<file path="config.mk">
export PLATFORM = sky130hd
export DESIGN_NAME = alu8_core
export DESIGN_NICKNAME = d
export VERILOG_FILES = /design/src/rtl/alu8_pkg.sv /design/src/rtl/alu8_addsub.sv /design/src/rtl/alu8_shift.sv /design/src/rtl/alu8_logic.sv /design/src/rtl/alu8_flags.sv /design/src/rtl/alu8_core.sv
export SDC_FILE = /design/constraint.sdc
export NUM_CORES = 1
export LEC_CHECK = 0
export BUFFER_PORTS_ARGS = -buffer_cell sky130_fd_sc_hd__buf_2
export CELL_PAD_IN_SITES_DETAIL_PLACEMENT = 1
export CELL_PAD_IN_SITES_GLOBAL_PLACEMENT = 1
export CORE_ASPECT_RATIO = 1.4
export CORE_MARGIN = 1
export CORE_UTILIZATION = 45
export DETAILED_ROUTE_END_ITERATION = 7
export GPL_TIMING_DRIVEN = 0
export PLACE_DENSITY = 0.95
export SETUP_SLACK_MARGIN = 0.15
export SLEW_MARGIN = 20
export SYNTH_ARGS = -nofsm -noshare
export SYNTH_HDL_FRONTEND = slang
export SYNTH_HIERARCHICAL = 1
export SYNTH_SLANG_ARGS = --single-unit
export TNS_END_PERCENT = 1
</file>
<file path="constraint.sdc">
create_clock -name vclk -period 6.2
set_input_delay 0.31 -clock vclk [all_inputs]
set_output_delay 0.31 -clock vclk [all_outputs]
set_load 0.005 [all_outputs]
</file>
<file path="src/rtl/alu8_pkg.sv">
package alu8_pkg;
  typedef enum logic [3:0] {
    OP_ADD = 4'd0,
    OP_SUB = 4'd1,
    OP_AND = 4'd2,
    OP_OR  = 4'd3,
    OP_XOR = 4'd4,
    OP_SHL = 4'd5,
    OP_SHR = 4'd6,
    OP_RTL = 4'd7,
    OP_RTR = 4'd8,
    OP_INC = 4'd9,
    OP_DEC = 4'd10,
    OP_CMP = 4'd11,
    OP_BIT = 4'd12
  } alu_op_e;
endpackage

</file>
<file path="src/rtl/alu8_addsub.sv">
module alu8_addsub #(
  parameter int W = 8
) (
  input  logic [3:0]   op,
  input  logic [W-1:0] reg_v,
  input  logic [W-1:0] mem_v,
  input  logic         c_in,
  output logic [W-1:0] sum,
  output logic         c_out,
  output logic         v_out
);
  import alu8_pkg::*;
  localparam int MSB = W - 1;

  logic [W-1:0] x, y;
  logic         ci;

  always_comb begin
    x  = reg_v;
    y  = mem_v;
    ci = c_in;
    case (op)
      OP_SUB: begin y = ~mem_v; end
      OP_CMP: begin y = ~mem_v; ci = 1'b1; end
      OP_INC: begin x = mem_v; y = '0; ci = 1'b1; end
      OP_DEC: begin x = mem_v; y = '1; ci = 1'b0; end
      default: ;
    endcase
    {c_out, sum} = {1'b0, x} + {1'b0, y} + {{W{1'b0}}, ci};
    v_out = (x[MSB] == y[MSB]) && (sum[MSB] != x[MSB]);
  end

  // compare carry must match an unsigned magnitude test
  always_comb begin
    if (op == OP_CMP)
      p_cmp_carry_r6: assert (c_out == (reg_v >= mem_v))
        else $error("compare carry disagrees with reg >= mem");
  end

  // subtract carry means no borrow
  always_comb begin
    if (op == OP_SUB)
      p_sub_noborrow_r3: assert (c_out == (int'(reg_v) >= int'(mem_v) + int'(!c_in)))
        else $error("subtract carry disagrees with borrow rule");
  end
endmodule

</file>
<file path="src/rtl/alu8_shift.sv">
module alu8_shift #(
  parameter int W = 8
) (
  input  logic [3:0]   op,
  input  logic [W-1:0] opd,
  input  logic         c_in,
  output logic [W-1:0] res,
  output logic         c_out
);
  import alu8_pkg::*;
  localparam int MSB = W - 1;

  always_comb begin
    res   = opd;
    c_out = c_in;
    case (op)
      OP_SHL: begin res = {opd[MSB-1:0], 1'b0}; c_out = opd[MSB]; end
      OP_SHR: begin res = {1'b0, opd[MSB:1]};   c_out = opd[0];   end
      OP_RTL: begin res = {opd[MSB-1:0], c_in}; c_out = opd[MSB]; end
      OP_RTR: begin res = {c_in, opd[MSB:1]};   c_out = opd[0];   end
      default: ;
    endcase
  end

  // rotates move bits around the carry ring without loss
  always_comb begin
    if (op == OP_RTL || op == OP_RTR)
      p_rot_keep_r5: assert ($countones({c_out, res}) == $countones({c_in, opd}))
        else $error("rotate lost or created a bit");
  end

  // shifts keep every operand bit in result or carry
  always_comb begin
    if (op == OP_SHL || op == OP_SHR)
      p_shift_keep_r4: assert ($countones({c_out, res}) == $countones(opd))
        else $error("shift lost or created a bit");
  end
endmodule

</file>
<file path="src/rtl/alu8_logic.sv">
module alu8_logic #(
  parameter int W = 8
) (
  input  logic [3:0]   op,
  input  logic [W-1:0] reg_v,
  input  logic [W-1:0] mem_v,
  output logic [W-1:0] res
);
  import alu8_pkg::*;

  always_comb begin
    case (op)
      OP_OR:   res = reg_v | mem_v;
      OP_XOR:  res = reg_v ^ mem_v;
      default: res = reg_v & mem_v;
    endcase
  end

  // AND result is a subset of both operands
  always_comb begin
    if (op == OP_AND)
      p_and_subset_r8: assert (((res & ~reg_v) == '0) && ((res & ~mem_v) == '0))
        else $error("AND result has a bit outside its operands");
  end
endmodule

</file>
<file path="src/rtl/alu8_flags.sv">
module alu8_flags #(
  parameter int W = 8
) (
  input  logic [3:0]   op,
  input  logic [W-1:0] reg_v,
  input  logic [W-1:0] mem_v,
  input  logic [W-1:0] sum,
  input  logic         add_c,
  input  logic         add_v,
  input  logic [W-1:0] shf_res,
  input  logic         shf_c,
  input  logic [W-1:0] lg_res,
  input  logic         c_i,
  input  logic         v_i,
  output logic [W-1:0] res,
  output logic         n,
  output logic         v,
  output logic         z,
  output logic         c,
  output logic         wr_n,
  output logic         wr_v,
  output logic         wr_z,
  output logic         wr_c
);
  import alu8_pkg::*;
  localparam int MSB = W - 1;

  logic [W-1:0] fres;

  always_comb begin
    res  = reg_v;
    c    = c_i;
    v    = v_i;
    wr_n = 1'b1;
    wr_z = 1'b1;
    wr_v = 1'b0;
    wr_c = 1'b0;
    case (op)
      OP_ADD, OP_SUB: begin
        res = sum; c = add_c; v = add_v; wr_c = 1'b1; wr_v = 1'b1;
      end
      OP_AND, OP_OR, OP_XOR: res = lg_res;
      OP_SHL, OP_SHR, OP_RTL, OP_RTR: begin
        res = shf_res; c = shf_c; wr_c = 1'b1;
      end
      OP_INC, OP_DEC: res = sum;
      OP_CMP: begin c = add_c; wr_c = 1'b1; end
      OP_BIT: begin v = mem_v[MSB-1]; wr_v = 1'b1; end
      default: begin wr_n = 1'b0; wr_z = 1'b0; end
    endcase
    fres = res;
    if (op == OP_CMP) fres = sum;
    n = fres[MSB];
    z = (fres == '0);
    if (op == OP_BIT) begin
      n = mem_v[MSB];
      z = (lg_res == '0);
    end
  end

  // unowned overflow flag passes through
  always_comb begin
    p_v_hold_r11: assert (wr_v || (v == v_i))
      else $error("V changed without its enable");
  end

  // unowned carry flag passes through
  always_comb begin
    p_c_hold_r11: assert (wr_c || (c == c_i))
      else $error("C changed without its enable");
  end

  // bit test copies memory bits and leaves the register as result
  always_comb begin
    if (op == OP_BIT)
      p_bit_copy_r7: assert ((n == mem_v[MSB]) && (v == mem_v[MSB-1]) && (res == reg_v))
        else $error("bit test flag copy wrong");
  end
endmodule

</file>
<file path="src/rtl/alu8_core.sv">
module alu8_core #(
  parameter int W = 8
) (
  input  logic [3:0]   op_i,
  input  logic [W-1:0] reg_i,
  input  logic [W-1:0] mem_i,
  input  logic         c_i,
  input  logic         v_i,
  output logic [W-1:0] res_o,
  output logic         n_o,
  output logic         v_o,
  output logic         z_o,
  output logic         c_o,
  output logic         wr_n_o,
  output logic         wr_v_o,
  output logic         wr_z_o,
  output logic         wr_c_o
);
  logic [W-1:0] sum, shf_res, lg_res;
  logic         add_c, add_v, shf_c;

  alu8_addsub #(.W(W)) u_add (
    .op(op_i), .reg_v(reg_i), .mem_v(mem_i), .c_in(c_i),
    .sum(sum), .c_out(add_c), .v_out(add_v)
  );

  alu8_shift #(.W(W)) u_shf (
    .op(op_i), .opd(mem_i), .c_in(c_i),
    .res(shf_res), .c_out(shf_c)
  );

  alu8_logic #(.W(W)) u_lg (
    .op(op_i), .reg_v(reg_i), .mem_v(mem_i), .res(lg_res)
  );

  alu8_flags #(.W(W)) u_flg (
    .op(op_i), .reg_v(reg_i), .mem_v(mem_i),
    .sum(sum), .add_c(add_c), .add_v(add_v),
    .shf_res(shf_res), .shf_c(shf_c), .lg_res(lg_res),
    .c_i(c_i), .v_i(v_i),
    .res(res_o), .n(n_o), .v(v_o), .z(z_o), .c(c_o),
    .wr_n(wr_n_o), .wr_v(wr_v_o), .wr_z(wr_z_o), .wr_c(wr_c_o)
  );
endmodule

</file>
==> qor.csv, run 1 <==
metric,value,unit
grt_pass1_wl,13100,um
synthAdderAreaFrac,15.7,%
final.min_clock_period,4820,ps
yosys_warnings,6,
cts_setup_buffers,0,
synth_top_family_by_area,compound AO/OA/AOI/OAI gates,
ant_nets,0,
die_x,59.7,um
wl_met2,4260,um
slew_headroom,51.0,%
yosysMostFrequentCell,nor2_1,
worstPathRequired,5890,ps
ir_drop,0.0483,mV
ctsResizeCount,0,
tightest_slew,715,ps
synth_largest_area_cell,ha_1,
initial_utilization,46.6,%
ys_seq_area_share,0,%
avgSynthCellArea,6.73,um2
die_y,82.7,um
met1_length,3060,um
synth_simple_gate_area_share,28.6,%
worstHoldPathCells,4,
coreArea,0.00450,mm2
setup_viol,0,
n_antenna_cell,0,
worstSetupPathType,in2out,
dr_wl_met3,268,um
ff_latch_area,0,um2
min_to,v_o,
ys_types,58,
drive_above_1_share,17.2,%
vias,2699,
critPathCaptureType,output port,
muxShareOfSynthArea,5.97,%
synth_cells,311,
routedWlPerCell,19.2,um
nets,398,
worst_slack,1380,ps
grt_pass1_vias,2841,
overflow,0,
slew_violations,0,
cp_max_fo,13,
power_density,104,mW/mm2
port_buffers,38,
arrival,4510,ps
hold_viol_final,0,
drtIter0Drc,218,
max_freq,0.208,GHz
antenna_found_initial,0,
drc,0,
seq_cells,0,
grt_use_total,33.8,%
final_util,52.5,%
gp_congestion,0.901,
p_leak,0.00112,uW
synth_xor_area_share,2.51,%
rsz0062_at_grt,false,
tns,0,ps
ctsHoldBuffers,0,
dpl.cell_count,411,
synthToLayoutAreaGrowth,12.8,%
status,completed,
rows,29,
routed.top_layer,met4,
timing.final.crit_share,77.7,%
yosys-top-cells-area,"ha_1 14%, a221o_1 7.6%, nor2_1 7.3%",
dieArea,0.00494,mm2
nClkBuffers,0,
synth_compound_area_share,39.5,%
pre_cts_ws,1410,ps
synth.net_count,358,
drtPass1Iterations,7,
critPathLaunchType,primary input,
synth_area,0.00209,mm2
hold_path_class,in2out,
drv_cap,0,
grt_max_degree,19,
drt_wl_total,7910,um
hold_start,v_i,
synth.top_cells.by_count,"41 x nor2_1, 39 x nand2_1, 23 x ha_1",
via_per_inst,6.57,
yosysTopAreaCellShare,13.7,%
stdcell_count,411,
hpwlAfterDp,6380,um
io_pins,38,
## cell type report
type	instances	area [um2]
Timing Repair Buffer	38	190
Multi-Input combinational cell	272	1930
Buffer	17	80.1
Fill cell	664	2140
Inverter	22	82.6
Tap cell	62	77.6
## how the worst max path moves through the flow
stage,start,end,slack [ps],cells after the start
CTS,op_i[1],z_o,1410,17
global route,op_i[3],z_o,1120,17
finish,op_i[1],z_o,1380,17
detailed placement,op_i[1],z_o,1410,17
global placement,op_i[1],z_o,1600,17
floorplan,op_i[3],z_o,2370,15
## stage by stage
stage	hold WS, ps	power, uW	instance area [um2]
6_report	928	246	2360
3_5_place_dp	930	240	2360
5_1_grt	968	271	2360
4_1_cts	931	241	2360
3_3_place_gp	919	225	2360
2_1_floorplan	712	159	2090
## power by group
part / switching, uW / internal (uW)
clock network: 0 / 0
logic: 147 / 99.6
registers: 0 / 0
total: 147 / 99.6
## per-layer routing
layer	vias to the layer above	global-route usage (%)
li1	1253	-
met1	1308	37.8
met2	103	61.4
met3	35	3.43
met4	0	18.1
met5	-	0
## critical path, stage by stage
cell,delay (ps)
buf_2,260
buf_2,280
nand2_1,230
o221a_2,350
fa_1,460
fa_1,440
nor2b_1,150
o21ai_1,100
a21boi_1,390
o31a_1,180
nor3_1,80
a2bb2oi_1,150
a21oi_1,110
or3b_1,410
a211o_1,310
o21ai_1,170
buf_2,140
## placed cells by master, fill, tap and decap left out, drive strengths merged, types with 2 or more instances in the layout
cell     netlist  final
a211o          2      2
nor3b          3      3
mux2i          2      2
nor3           4      4
nor2b          8      8
xor2           2      2
nor4           6      6
fa             2      2
a222oi         7      7
clkbuf         5      5
a21oi         17     17
o21a           3      3
mux2           9      9
inv           21     21
o21ai         13     13
a2bb2oi        2      2
o31a           3      3
nand2b         3      3
o31ai          2      2
and2           8      8
nor2          42     42
a31oi          7      7
ha            23     23
a22oi          3      3
a22o          10     10
a21o           5      5
buf           12     50
nand2         40     40
o221ai         6      6
and3           2      2
nand3          2      2
xnor2          4      4
a221o         16     16
o221a          2      2
## kinds of logic (layout without fill, tap and decap cells)
kind of cell    Yosys count  count (layout)
compound gates          107             107
xor+xnor                  6               6
fa+ha+maj                25              25
buf+inv                  39              77
mux                      11              11
simple gates            123             123
Note: power is estimated with default switching activity, not from simulation.
==> inputs of run 2 (changes only) <==
ABC_AREA = 1   (was unset)
CORE_UTILIZATION = 36   (was 45)
PLACE_DENSITY = 0.91   (was 0.95)
clock period = 4 ns   (was 6.2 ns; I/O delays follow)
==> run 2 against run 1 <==
Non-clock buffer count down 13. Critical path type unchanged. Worst hold slack worse by 220 ps. Combinational power up 42%. Routed wire length down 13%. Flip-flop and latch count unchanged. Via count down 3.8%. Power up 42%. First-iteration DRC count down 79%. Synthesized cell count up 25%. Synthesized area unchanged.
==> qor.csv, run 2 <==
metric,value,unit,change
synth_largest_area_cell,nand2_1,,
ys_types,31,,-47%
synth_area,0.00209,mm2,unchanged
cp_max_fo,12,,-1
drc,0,,unchanged
drtPass1Iterations,4,,-3
seq_cells,0,,unchanged
avgSynthCellArea,5.37,um2,-20%
p_leak,0.00147,uW,+31%
critPathCaptureType,output port,,
layout_commonest_cell,nand2_1,,
grt_max_degree,14,,-5
worstSetupPathType,in2out,,
antenna_found_initial,0,,unchanged
yosysMostFrequentCell,nand2_1,,
ff_latch_area,0,um2,unchanged
drtIter0Drc,46,,-79%
port_buffers,38,,unchanged
via_per_inst,5.21,,-21%
slowest_delay,470,ps,about the same
worst-path-buf-inv,5,,+2
max_freq,0.274,GHz,
overflow,0,,unchanged
die_y,92.3,um,+12%
drive_above_1_share,19.3,%,+2.1 points
crit_chain,buf_4 > inv_1 > nor2_1 > nand2_2 > nand2_4 > buf_6 > mux2i_1 > fa_1 > fa_1 > inv_1 > nand4_1 > o2111ai_1 > nand2_1 > nand3_1 > nand4_1 > nand2_1 > nand2_1 > nor2_1 > nand3_1 > nand2_1 > buf_2,,
tightest_slew,400,ps,-316 ps
routedWlPerCell,13.9,um,-28%
die_x,66.5,um,+11%
grt_use_total,23.8,%,-10 points
synth.top_cells.by_count,"111 x nand2_1, 76 x inv_1, 51 x nand3_1",,
worstPathRequired,3800,ps,-2090 ps
critPathLaunchType,primary input,,
status,completed,,
ys_seq_area_share,0,%,unchanged
nClkBuffers,0,,unchanged
synthToLayoutAreaGrowth,14.3,%,
ant_nets,0,,unchanged
grt_pass1_vias,2677,,-5.8%
hold_viol_final,0,,unchanged
slew_violations,0,,unchanged
hold_ws,711,ps,-217 ps
path_common_cell,nand2_1,,
yosysTopAreaCellShare,19.9,%,+6.2 points
io_pins,38,,unchanged
hpwlAfterDp,5910,um,-7.3%
initial_utilization,37.6,%,-8.9 points
vias,2597,,-3.8%
stdcell_count,498,,+21%
yosys_warnings,6,,unchanged
rows,32,,+10%
power_density,146,mW/mm2,+40%
dieArea,0.00613,mm2,+24%
setup_viol,0,,unchanged
tns,0,ps,unchanged
cp_slowest_cell,fa_1,,
power,349,uW,+42%
synth_cells,390,,+25%
place_area,0.00237,mm2,+0.32%
ir_drop,0.0492,mV,+1.8%
final_cell_mix,"111 x nand2_1, 76 x inv_1, 51 x nand3_1",,
timing.final.crit_share,91.4,%,
nets,479,,+20%
synth.net_count,437,,+22%
ctsHoldBuffers,0,,unchanged
drt_wl_total,6900,um,-13%
slew_headroom,73.1,%,+22 points
design_area,0.00239,mm2,+1.4%
crit_family,simple AND/OR/NAND/NOR gates,,
arrival,3460,ps,-1050 ps
coreArea,0.00557,mm2,+24%
dpl.cell_count,496,,+21%
drv_cap,0,,unchanged
hold_path_class,in2out,,
grt_pass1_wl,11700,um,-10%
gp_congestion,0.893,,-0.94%
rsz0062_at_grt,false,,
yosys-top-cells-area,"nand2_1 20%, ha_1 14%, inv_1 14%",,
final.min_clock_period,3660,ps,
n_antenna_cell,0,,unchanged
run 2: repair_timing:
item,4_1_cts,5_1_grt
endpoints found under the setup margin,0,1
setup buffers,0,2
endpoints found under the hold margin,0,0
resized for setup,0,7
run 2: where the power goes:
group          internal, uW  switching [uW]
clock network             0               0
logic                   125             224
registers                 0               0
total                   125             224
run 2: kinds of logic after synthesis:
group                      share of synthesized area, %
buffers and inverters                              15.7
AOI/OAI and AO/OA                                  10.9
and+or+nand+nor                                    54.8
xor gates and xnor gates                           2.51
muxes                                             0.478
adders and majority gates                          15.7
run 2: per-layer routing:
metal  part of all wire, %  GRT usage (%)  vias up
met3                   1.6          0.622       10
met1                    41           26.7     1243
met2                    56           47.9       31
li1                      -              -     1313
met4                   1.6           4.26        0
met5                     0              0        -
run 2: final cells by class:
type	instances	area, um2
Buffer	2	18.8
Fill cell	830	3170
Inverter	82	310
Multi-Input combinational cell	306	1770
Tap cell	68	85.1
Timing Repair Buffer	40	215
run 2: path summary, 6_finish.rpt:
path | start | to | slack, ps | cells after the start
worst min-delay path | v_i | v_o | 710 | 4
worst max-delay path | op_i[1] | z_o | 340 | 21
run 2: worst min-delay path, cell delays in order:
cell and delay, ps:
buf_2 70, nand3_1 70, nand3_1 70, buf_2 100
run 2: through the flow:
| stage | setup slack [ps] | utilization, % |
|---|---|---|
| 5_1_grt | 78.5 | 43.0 |
| 3_5_place_dp | 216 | 42.6 |
| 2_1_floorplan | 1270 | - |
| 4_1_cts | 195 | 42.6 |
| 3_3_place_gp | 349 | 42.6 |
| 6_report | 345 | 43.0 |
